<file path="config.mk">
export PLATFORM = sky130hd
export DESIGN_NAME = seg_pwm
export DESIGN_NICKNAME = d
export VERILOG_FILES = /design/src/rtl/seg_pwm_pkg.sv /design/src/rtl/seg_pwm_frame_ctr.sv /design/src/rtl/seg_pwm_duty_latch.sv /design/src/rtl/seg_pwm_shaper.sv /design/src/rtl/seg_pwm.sv
export SDC_FILE = /design/constraint.sdc
export NUM_CORES = 1
export LEC_CHECK = 0
export ABC_AREA = 0
export BUFFER_PORTS_ARGS = -buffer_cell sky130_fd_sc_hd__buf_4
export CORE_ASPECT_RATIO = 1.4
export CORE_MARGIN = 10
export CORE_UTILIZATION = 59
export CTS_BUF_LIST = sky130_fd_sc_hd__clkbuf_16
export CTS_CLUSTER_SIZE = 20
export DETAILED_ROUTE_END_ITERATION = 12
export HOLD_SLACK_MARGIN = 0.08
export PLACE_DENSITY_LB_ADDON = 0.12
export SKIP_LAST_GASP = 1
export SYNTH_ARGS = -nofsm -noshare
export SYNTH_HDL_FRONTEND = slang
export SYNTH_SLANG_ARGS = --single-unit
</file>
<file path="constraint.sdc">
create_clock -name clk -period 3.99 [get_ports clk]
set_clock_uncertainty 0.2 [all_clocks]
set_input_delay 0.1995 -clock clk [delete_from_list [all_inputs] [get_ports clk]]
set_output_delay 0.1995 -clock clk [all_outputs]
set_load 0.005 [all_outputs]
</file>
<file path="src/rtl/seg_pwm_pkg.sv">
package seg_pwm_pkg;

  // Number of bits needed to index v items (v a power of two, >= 2).
  function automatic int seg_log2(input int v);
    int r;
    r = 0;
    for (int i = 0; i < 31; i++) begin
      if ((1 << i) < v) r = i + 1;
    end
    return r;
  endfunction

endpackage

</file>
<file path="src/rtl/seg_pwm_frame_ctr.sv">
module seg_pwm_frame_ctr #(
  parameter int FRAME_BITS = 20,
  parameter int SLICE_BITS = 2,
  localparam int OFFS_BITS = FRAME_BITS - SLICE_BITS
) (
  input  logic                  clk,
  input  logic                  rst,
  output logic                  first_o,
  output logic                  last_o,
  output logic [SLICE_BITS-1:0] slice_o,
  output logic [OFFS_BITS-1:0]  offs_o
);

  logic [FRAME_BITS-1:0] cnt_q;

  always_ff @(posedge clk) begin
    if (rst) cnt_q <= '0;
    else     cnt_q <= cnt_q + 1'b1;
  end

  assign first_o = (cnt_q == '0);
  assign last_o  = &cnt_q;
  assign slice_o = cnt_q[FRAME_BITS-1 -: SLICE_BITS];
  assign offs_o  = cnt_q[OFFS_BITS-1:0];

endmodule

</file>
<file path="src/rtl/seg_pwm_duty_latch.sv">
module seg_pwm_duty_latch #(
  parameter int FRAME_BITS = 20
) (
  input  logic                  clk,
  input  logic                  rst,
  input  logic                  load_i,
  input  logic [FRAME_BITS:0]   duty_i,
  input  logic                  boundary_i,
  output logic [FRAME_BITS-1:0] active_o
);

  localparam logic [FRAME_BITS-1:0] FULL = '1;

  logic [FRAME_BITS-1:0] sat_w;
  logic [FRAME_BITS-1:0] pending_q;

  // Saturate the request to full scale.
  assign sat_w = duty_i[FRAME_BITS] ? FULL : duty_i[FRAME_BITS-1:0];

  always_ff @(posedge clk) begin
    if (rst) begin
      pending_q <= '0;
      active_o  <= '0;
    end else begin
      if (load_i) pending_q <= sat_w;
      // The setting changes only as the frame wraps; a load in the same
      // clock takes the direct path so it is not lost.
      if (boundary_i) active_o <= load_i ? sat_w : pending_q;
    end
  end

  // the active setting holds still everywhere except at the wrap.
  assert_hold_R5: assert property (@(posedge clk) disable iff (rst)
    !boundary_i |=> $stable(active_o));

  // an oversize request lands in the holding register as full scale.
  assert_sat_R7: assert property (@(posedge clk) disable iff (rst)
    (load_i && duty_i[FRAME_BITS]) |=> (pending_q == FULL));

endmodule

</file>
<file path="src/rtl/seg_pwm_shaper.sv">
module seg_pwm_shaper #(
  parameter int FRAME_BITS = 20,
  parameter int SLICE_BITS = 2,
  localparam int OFFS_BITS = FRAME_BITS - SLICE_BITS
) (
  input  logic                  clk,
  input  logic                  rst,
  input  logic [FRAME_BITS-1:0] active_i,
  input  logic [SLICE_BITS-1:0] slice_i,
  input  logic [OFFS_BITS-1:0]  offs_i,
  input  logic                  first_i,
  output logic                  pwm_o,
  output logic                  frame_start_o
);

  localparam logic [FRAME_BITS-1:0] FULL = '1;

  logic [SLICE_BITS-1:0] rank_w;
  logic [OFFS_BITS-1:0]  base_w;
  logic [SLICE_BITS-1:0] rem_w;
  logic                  extra_w;
  logic [OFFS_BITS:0]    width_w;
  logic                  high_w;

  // Bit-reversed slice index gives the order in which slices take
  // the leftover clocks.
  for (genvar g = 0; g < SLICE_BITS; g++) begin : g_rev
    assign rank_w[g] = slice_i[SLICE_BITS-1-g];
  end

  assign base_w  = active_i[FRAME_BITS-1:SLICE_BITS];
  assign rem_w   = active_i[SLICE_BITS-1:0];
  assign extra_w = (rank_w < rem_w);
  assign width_w = {1'b0, base_w} + {{OFFS_BITS{1'b0}}, extra_w};
  assign high_w  = ({1'b0, offs_i} < width_w);

  always_ff @(posedge clk) begin
    if (rst) begin
      pwm_o         <= 1'b0;
      frame_start_o <= 1'b0;
    end else begin
      pwm_o         <= high_w;
      frame_start_o <= first_i;
    end
  end

  // a zero setting never drives the output high.
  assert_zero_R6: assert property (@(posedge clk) disable iff (rst)
    (active_i == '0) |=> !pwm_o);

  // full scale is high on every clock except the frame's last.
  assert_full_R7: assert property (@(posedge clk) disable iff (rst)
    ((active_i == FULL) && !(&{slice_i, offs_i})) |=> pwm_o);

  // with a nonzero base width each slice opens with a high clock.
  assert_start_R3: assert property (@(posedge clk) disable iff (rst)
    ((offs_i == '0) && (base_w != '0)) |=> pwm_o);

endmodule

</file>
<file path="src/rtl/seg_pwm.sv">
module seg_pwm
  import seg_pwm_pkg::*;
#(
  parameter int FRAME_BITS = 20,
  parameter int SLICES     = 4
) (
  input  logic                clk,
  input  logic                rst,
  input  logic                load_i,
  input  logic [FRAME_BITS:0] duty_i,
  output logic                pwm_o,
  output logic                frame_start_o
);

  localparam int SLICE_BITS = seg_log2(SLICES);
  localparam int OFFS_BITS  = FRAME_BITS - SLICE_BITS;

  logic                  first_w;
  logic                  last_w;
  logic [SLICE_BITS-1:0] slice_w;
  logic [OFFS_BITS-1:0]  offs_w;
  logic [FRAME_BITS-1:0] active_w;

  seg_pwm_frame_ctr #(
    .FRAME_BITS(FRAME_BITS),
    .SLICE_BITS(SLICE_BITS)
  ) u_ctr (
    .clk     (clk),
    .rst     (rst),
    .first_o (first_w),
    .last_o  (last_w),
    .slice_o (slice_w),
    .offs_o  (offs_w)
  );

  seg_pwm_duty_latch #(
    .FRAME_BITS(FRAME_BITS)
  ) u_latch (
    .clk        (clk),
    .rst        (rst),
    .load_i     (load_i),
    .duty_i     (duty_i),
    .boundary_i (last_w),
    .active_o   (active_w)
  );

  seg_pwm_shaper #(
    .FRAME_BITS(FRAME_BITS),
    .SLICE_BITS(SLICE_BITS)
  ) u_shape (
    .clk           (clk),
    .rst           (rst),
    .active_i      (active_w),
    .slice_i       (slice_w),
    .offs_i        (offs_w),
    .first_i       (first_w),
    .pwm_o         (pwm_o),
    .frame_start_o (frame_start_o)
  );

  // the frame marker follows the counter's first clock.
  assert_marker_R2: assert property (@(posedge clk) disable iff (rst)
    first_w |=> frame_start_o);

  // the marker lasts exactly one clock.
  assert_pulse_R2: assert property (@(posedge clk) disable iff (rst)
    frame_start_o |=> !frame_start_o);

endmodule

</file>
==> results of run 1 <==
## repair_timing
item,4_1_cts,5_1_grt
buffers inserted,0,0
hold buffers,22,0
hold endpoints to repair,21,0
## placed cells by master (no fill, tap or decap), types with 2 or more instances in the layout
| master | instances |
|---|---|
| o22ai_1 | 19 |
| mux2_4 | 20 |
| nand3_1 | 15 |
| nor2b_1 | 22 |
| nor4_1 | 4 |
| a211oi_1 | 4 |
| o21ai_0 | 4 |
| buf_4 | 25 |
| or3_1 | 2 |
| a21oi_1 | 10 |
| ha_1 | 22 |
| xor2_1 | 22 |
| nand2b_1 | 2 |
| xnor2_1 | 10 |
| clkbuf_16 | 9 |
| clkinvlp_4 | 2 |
| and4_4 | 2 |
| and4_1 | 3 |
| nand2_1 | 17 |
| bufinv_16 | 2 |
| dfxtp_1 | 62 |
| and3_1 | 5 |
| nor2_1 | 45 |
| inv_1 | 5 |
| nand4_1 | 10 |
| nor3_1 | 3 |
| a31oi_1 | 2 |
| dlygate4sd3_1 | 22 |
## routing by layer
| layer | global-route usage, % | share of wire [%] | routed length [um] | vias to the layer above |
|---|---|---|---|---|
| met5 | 0 | 0 | 0 | - |
| met4 | 8.66 | 3.0 | 205 | 0 |
| met3 | 4.81 | 3.3 | 221 | 12 |
| met2 | 26.9 | 49 | 3280 | 36 |
| met1 | 19.4 | 45 | 3030 | 1167 |
| li1 | - | - | - | 1256 |
## power by group
part / switching (mW) / internal, mW
combinational: 0.0456 / 0.0522
clock: 0.290 / 0.547
sequential: 0.00928 / 0.640
## per-stage QoR
| step | power, mW | area [um^2] | worst slack, ps | hold WS (ps) | instances |
|---|---|---|---|---|---|
| after global placement | 0.738 | 3330 | 609 | 278 | 407 |
| after floorplan | 0.707 | 3130 | 908 | 181 | 330 |
| after global routing | 1.63 | 3870 | 207 | 170 | 445 |
| after CTS | 1.59 | 3870 | 410 | 151 | 445 |
| final | 1.58 | 3870 | 408 | 159 | 445 |
| after detailed placement | 0.741 | 3330 | 434 | 282 | 407 |
## cell type report
| type | instances | area [um^2] |
|---|---|---|
| Clock buffer | 9 | 225 |
| Timing Repair Buffer | 47 | 408 |
| Sequential cell | 62 | 1240 |
| Inverter | 5 | 18.8 |
| Clock inverter | 7 | 96.3 |
| Fill cell | 353 | 1280 |
| Tap cell | 66 | 82.6 |
| Multi-Input combinational cell | 249 | 1800 |
## state kept, by name, indices dropped and copies added, names as in the netlist
register,flops
u_ctr.cnt_q,20
u_latch.active_o,20
u_latch.pending_q,20
u_shape.frame_start_o,1
u_shape.pwm_o,1
## path summary, 6_finish.rpt
path,endpoint,slack (ps),cells past startpoint
worst max-delay path,u_shape.pwm_o,410,14
worst min-delay path,u_latch.pending_q[11],160,3
worst max register to register,u_shape.pwm_o,410,14
worst min register to register,u_ctr.cnt_q[0],300,1
## worst max-delay path, delay by kind of cell, from the launching register on
| family | cells | cell delay (ps) |
|---|---|---|
| XOR/XNOR | 1 | 120 |
| adder cells (fa/ha/maj) | 4 | 940 |
| AO/OA/AOI/OAI | 5 | 1000 |
| flip-flops | 1 | 330 |
| AND/OR/NAND/NOR | 4 | 880 |
## cells by family (layout without fill, tap and decap cells)
group / count (synthesis) / in the layout
compound gates: 41 / 41
xor+xnor: 32 / 32
fa+ha+maj: 22 / 22
mux: 20 / 20
simple gates: 134 / 134
flops: 62 / 62
buf+inv: 19 / 68
==> run metrics, run 1 <==
post-synthesis cell type count=33; root buf cell=clkbuf_16; critical path launch point type=flip-flop; Routed WL per cell=15.1 um; post-synthesis mux area share=around a tenth; DRT iter0 DRCs=130; layout cells sized above 1=between 10% and 20%; area leader, netlist=dfxtp_1; Cells after Synth=330; final core utilization=75.1%; Die H=106 um; WL final=a little under 7000 um; simple-gate share of the synthesized area=roughly 22%; I/O Buffers=25; Post-synth EDFFs=0; Max Cap Viol=0; ant diodes=0; Overall Global Routing Usage=~17%; CP Data Required Time=4020 ps; Pins Over Slew Limit=0; I/O pin cnt=26; fin nets=420; Max clock buf depth=2; post-CTS sizing=0; CP startpoint=u_ctr.cnt_q[18]; core area=0.00516 mm^2; final setup fails=0; initial antenna violation count=0; most numerous cell in the Yosys netlist=dfxtp_1; router iterations before antenna repair=4; Pleak=approximately 1.7 nW; via count of the first global-routing pass=2535; pwr dens=~410 mW/mm^2; Tcrit/Tclk final=89.8%; Std-Cell Rows=31; worst-path cell chain=ha_1 -> a21oi_1 -> ha_1 -> ha_1 -> and3_1 -> nor2b_1 -> and4_1 -> xnor2_1 -> ha_1 -> nand4_1 -> o221ai_1 -> a211oi_1 -> o21ai_0 -> a211oi_1; largest family of logic cells by synthesized area=simple AND/OR/NAND/NOR gates; RR Startpoint=u_ctr.cnt_q[18]; Max transition margin=50.8%; first-pass GRT wire length=11600 um; via count=2471; VDD IR-drop max=0.000318 V; Worst-path clk slew=50 ps; drc violations=0; routability congestion estimate=0.823; Worst Hold Launch=load_i; largest net degree at the start of global routing=63; critical path's most frequent cell=ha_1; critical path class=reg2reg; top cells by area, synth=dfxtp_1 (40%), mux2_4 (9.6%), ha_1 (8.8%); share of the synthesized area in the top cell type=between 30% and 40%; Die ar.=approximately 0.0087 mm^2; measured slew at the worst slew-check pin=roughly 740 ps; synthesized flop and latch total=slightly above 60; Max Freq=0.279 GHz; largest stage delay on the critical path=330 ps; CTS buffer count=9; Synth Cell Area=0.00313 mm^2; CP max stage cell=dfxtp_1; top cells by count, synth=dfxtp_1 (62), nor2_1 (45), ha_1 (22), nor2b_1 (22), xor2_1 (22); compound-gate portion of the synthesized area=around 8%; status=completed; via density per instance=5.55; CTS tree=done; worst skew pair latency=330 ps; post-synthesis sequential area ratio=39.6%; Post-Synth Adder-Cell Area=8.79%; GR Overflow Total=0; HPWL Detailed=4440 um; Area Overhead vs Synth=23.7%; Worst setup EP type=flip-flop; Clock Sink Count=62; Initial Util=60.7%; Async S/R FF share, synth=0%; Top FF cell, synth=dfxtp_1; Syn. warnings=0; post-route ant nets=0; htree depth=3; Die X=81.6 um; Hold Fails Final Rpt=0; Avg Cell Area, Syn=between 9 and 10 um^2; syn nets=376; unrepaired setup endpoints after global routing=no; setup TNS=0 ps; Tmin final=3580 ps; Post-Synth XOR/XNOR Area=8.95%; Max FO, Critical Path=5; Hold Path Class=in2reg; CP Data Arrival Time=3620 ps
(Power assumes the default switching activity.)
==> inputs of run 2 (changes only) <==
--- a/config.mk
+++ b/config.mk
@@ -5,11 +5,11 @@
 export SDC_FILE = /design/constraint.sdc
 export NUM_CORES = 1
 export LEC_CHECK = 0
-export ABC_AREA = 0
+export ABC_AREA = 1
 export BUFFER_PORTS_ARGS = -buffer_cell sky130_fd_sc_hd__buf_4
 export CORE_ASPECT_RATIO = 1.4
 export CORE_MARGIN = 10
-export CORE_UTILIZATION = 59
+export CORE_UTILIZATION = 60
 export CTS_BUF_LIST = sky130_fd_sc_hd__clkbuf_16
 export CTS_CLUSTER_SIZE = 20
 export DETAILED_ROUTE_END_ITERATION = 12
==> run metrics, run 2 <==
Hold Path Class=in2reg; Placed Instances=527; Die X=83.1 um; post-place instance area=around 0.0035 mm^2; DRT met1 WL=3220 um; via count of the first global-routing pass=3328; most numerous cell in the Yosys netlist=nand2_1; layout cells sized above 1=10.7%; post-synthesis sequential area ratio=37.2%; Tmin final=3130 ps; core area=0.00545 mm^2; Regs by FF count=u_ctr.cnt_q (20), u_latch.active_o (20), u_latch.pending_q (20); top cells by area, synth=dfxtp_1 (37%), nand2_1 (8.3%), ha_1 (8.2%); met3 routed WL=387 um; routability congestion estimate=0.928; CTS tree=done; htree depth=3; final setup fails=0; GR Overflow Total=0; Cells after Synth=449; worst hold slack=about 140 ps; largest net degree at the start of global routing=56; Syn. warnings=0; Routed WL per cell=roughly 14 um; Overall Global Routing Usage=18.8%; Synth Cell Area=0.00334 mm^2; most frequent cells in the layout=nand2_1 (74), nor2_1 (63), dfxtp_1 (62), inv_1 (57), a21oi_1 (37); Avg Cell Area, Syn=roughly 7.4 um^2; final core utilization=74.1%; setup TNS=0 ps; critical path launch point type=flip-flop; Max transition margin=59.1%; Clock Sink Count=62; Max clock buf depth=2; crit path to=u_shape.pwm_o; top sig layer=met4; worst reg-to-reg setup slack=860 ps; I/O pin cnt=26; CTS buffer count=9; area leader, netlist=dfxtp_1; HPWL Detailed=between 5000 and 6000 um; post-synthesis cell type count=29; CP Data Required Time=4020 ps; worst skew pair latency=~330 ps; Final Instance Area=0.00404 mm^2; Max Cap Viol=0; Critical R2R Capture=u_shape.pwm_o; top cells by count, synth=nand2_1 (74), nor2_1 (63), dfxtp_1 (62); critical path class=reg2reg; Initial Util=61.3%; status=completed; post-CTS setup buffers=0; Die ar.=approximately 0.009 mm^2; initial antenna violation count=0; CP startpoint=u_latch.active_o[1]; fin nets=536; WL final=just over 8000 um; RR Startpoint=u_latch.active_o[1]; Max Freq=about 0.32 GHz; synthesized flop and latch total=slightly above 60; via count=3135; R2R depth=16; first-pass GRT wire length=14300 um; DRT iter0 DRCs=170; Worst setup EP type=flip-flop; Pleak=1.76 nW; pwr dens=377 mW/mm^2; metal2 WL=4140 um; Pins Over Slew Limit=0; VDD IR-drop max=0.000318 V; Post-synth EDFFs=0; Async S/R FF share, synth=0%; Die H=108 um; root buf cell=clkbuf_16; measured slew at the worst slew-check pin=roughly 610 ps; post-route ant nets=0; Tcrit/Tclk final=slightly below 80%; via density per instance=5.57; syn nets=between 400 and 500; drc violations=0; Top FF cell, synth=dfxtp_1; Hold Fails Final Rpt=0; Std-Cell Rows=32; unrepaired setup endpoints after global routing=no; Area Overhead vs Synth=20.9%; Max FO, Critical Path=4; router iterations before antenna repair=4; CP Data Arrival Time=about 3200 ps; Worst-path clk slew=~50 ps; I/O Buffers=25; commonest non-fill, non-tap cell in the layout=nand2_1; share of the synthesized area in the top cell type=about 37%; ant diodes=0; post-route insts no fill=563
[run 2: cell count changes after synthesis, moves of 19 or more]
| cell | change |
|---|---|
| inv_1 | +51 |
| a21oi_1 | +27 |
| nand2_1 | +57 |
| nor2b_1 | -22 |
| mux2_4 | -20 |
| o22ai_1 | -19 |
| o22a_1 | +20 |
[run 2: how the worst min path moves through the flow]
stage,endpoint,slack (ps),start,cells after the start
after global routing,u_ctr.cnt_q[0],180,rst,2
after CTS,u_ctr.cnt_q[0],150,rst,2
after global placement,u_ctr.cnt_q[0],230,u_ctr.cnt_q[0],1
after detailed placement,u_ctr.cnt_q[0],240,u_ctr.cnt_q[0],1
final,u_ctr.cnt_q[5],140,rst,2
after floorplan,u_ctr.cnt_q[0],220,u_ctr.cnt_q[0],1
[run 2: per-stage QoR]
step,power (mW),setup WS [ps]
after detailed placement,0.756,871
after global placement,0.752,987
after CTS,1.52,854
final,1.52,858
after global routing,1.57,491
after floorplan,0.721,1160
[run 2: report_power, final]
group / leakage, nW / switching [mW] / total [mW] / internal (mW)
clock: 0.150 / 0.282 / 0.761 / 0.479
sequential: 0.506 / 0.00715 / 0.647 / 0.640
combinational: 1.10 / 0.0542 / 0.113 / 0.0586
[run 2: per-layer routing]
metal / vias to the layer above / GRT usage, %
met1: 1430 / 18.8
li1: 1567 / -
met2: 112 / 34.1
met5: - / 0
met4: 0 / 11.0
met3: 26 / 5.19
[run 2: area by class of cell]
class	count	area, um^2
sequential	62	1240
inverter	56	210
clock inverter	7	66.3
tap	68	85.1
fill	434	1410
timing repair buffer	46	395
clock buffer	9	225
multi-input combinational	315	1810
[run 2: timing repair]
action,in CTS,in global routing
hold buffers,20,0
endpoints found under the setup margin,0,0
gates resized for setup,0,0
endpoints found under the hold margin,20,0
[run 2: critical path, cell delays in order (launching register included)]
cell,delay (ps)
dfxtp_1,330
inv_1,50
ha_1,260
a21oi_1,150
ha_1,230
ha_1,200
nand3_1,160
nor2_2,210
nand3_1,140
nor2_1,170
xnor2_1,90
ha_1,300
nand2_1,70
o21ai_0,220
nand4_1,130
nand3_1,80
nor2_1,40
[run 2: cells by family (layout without fill, tap and decap cells)]
kind of cell	count (synthesis)	count (layout)	synth area share, %
flops	62	62	37.2
xor+xnor	20	20	5.25
simple gates	205	205	28.1
compound gates	68	68	12.6
buf+inv	72	118	8.69
fa+ha+maj	22	22	8.24
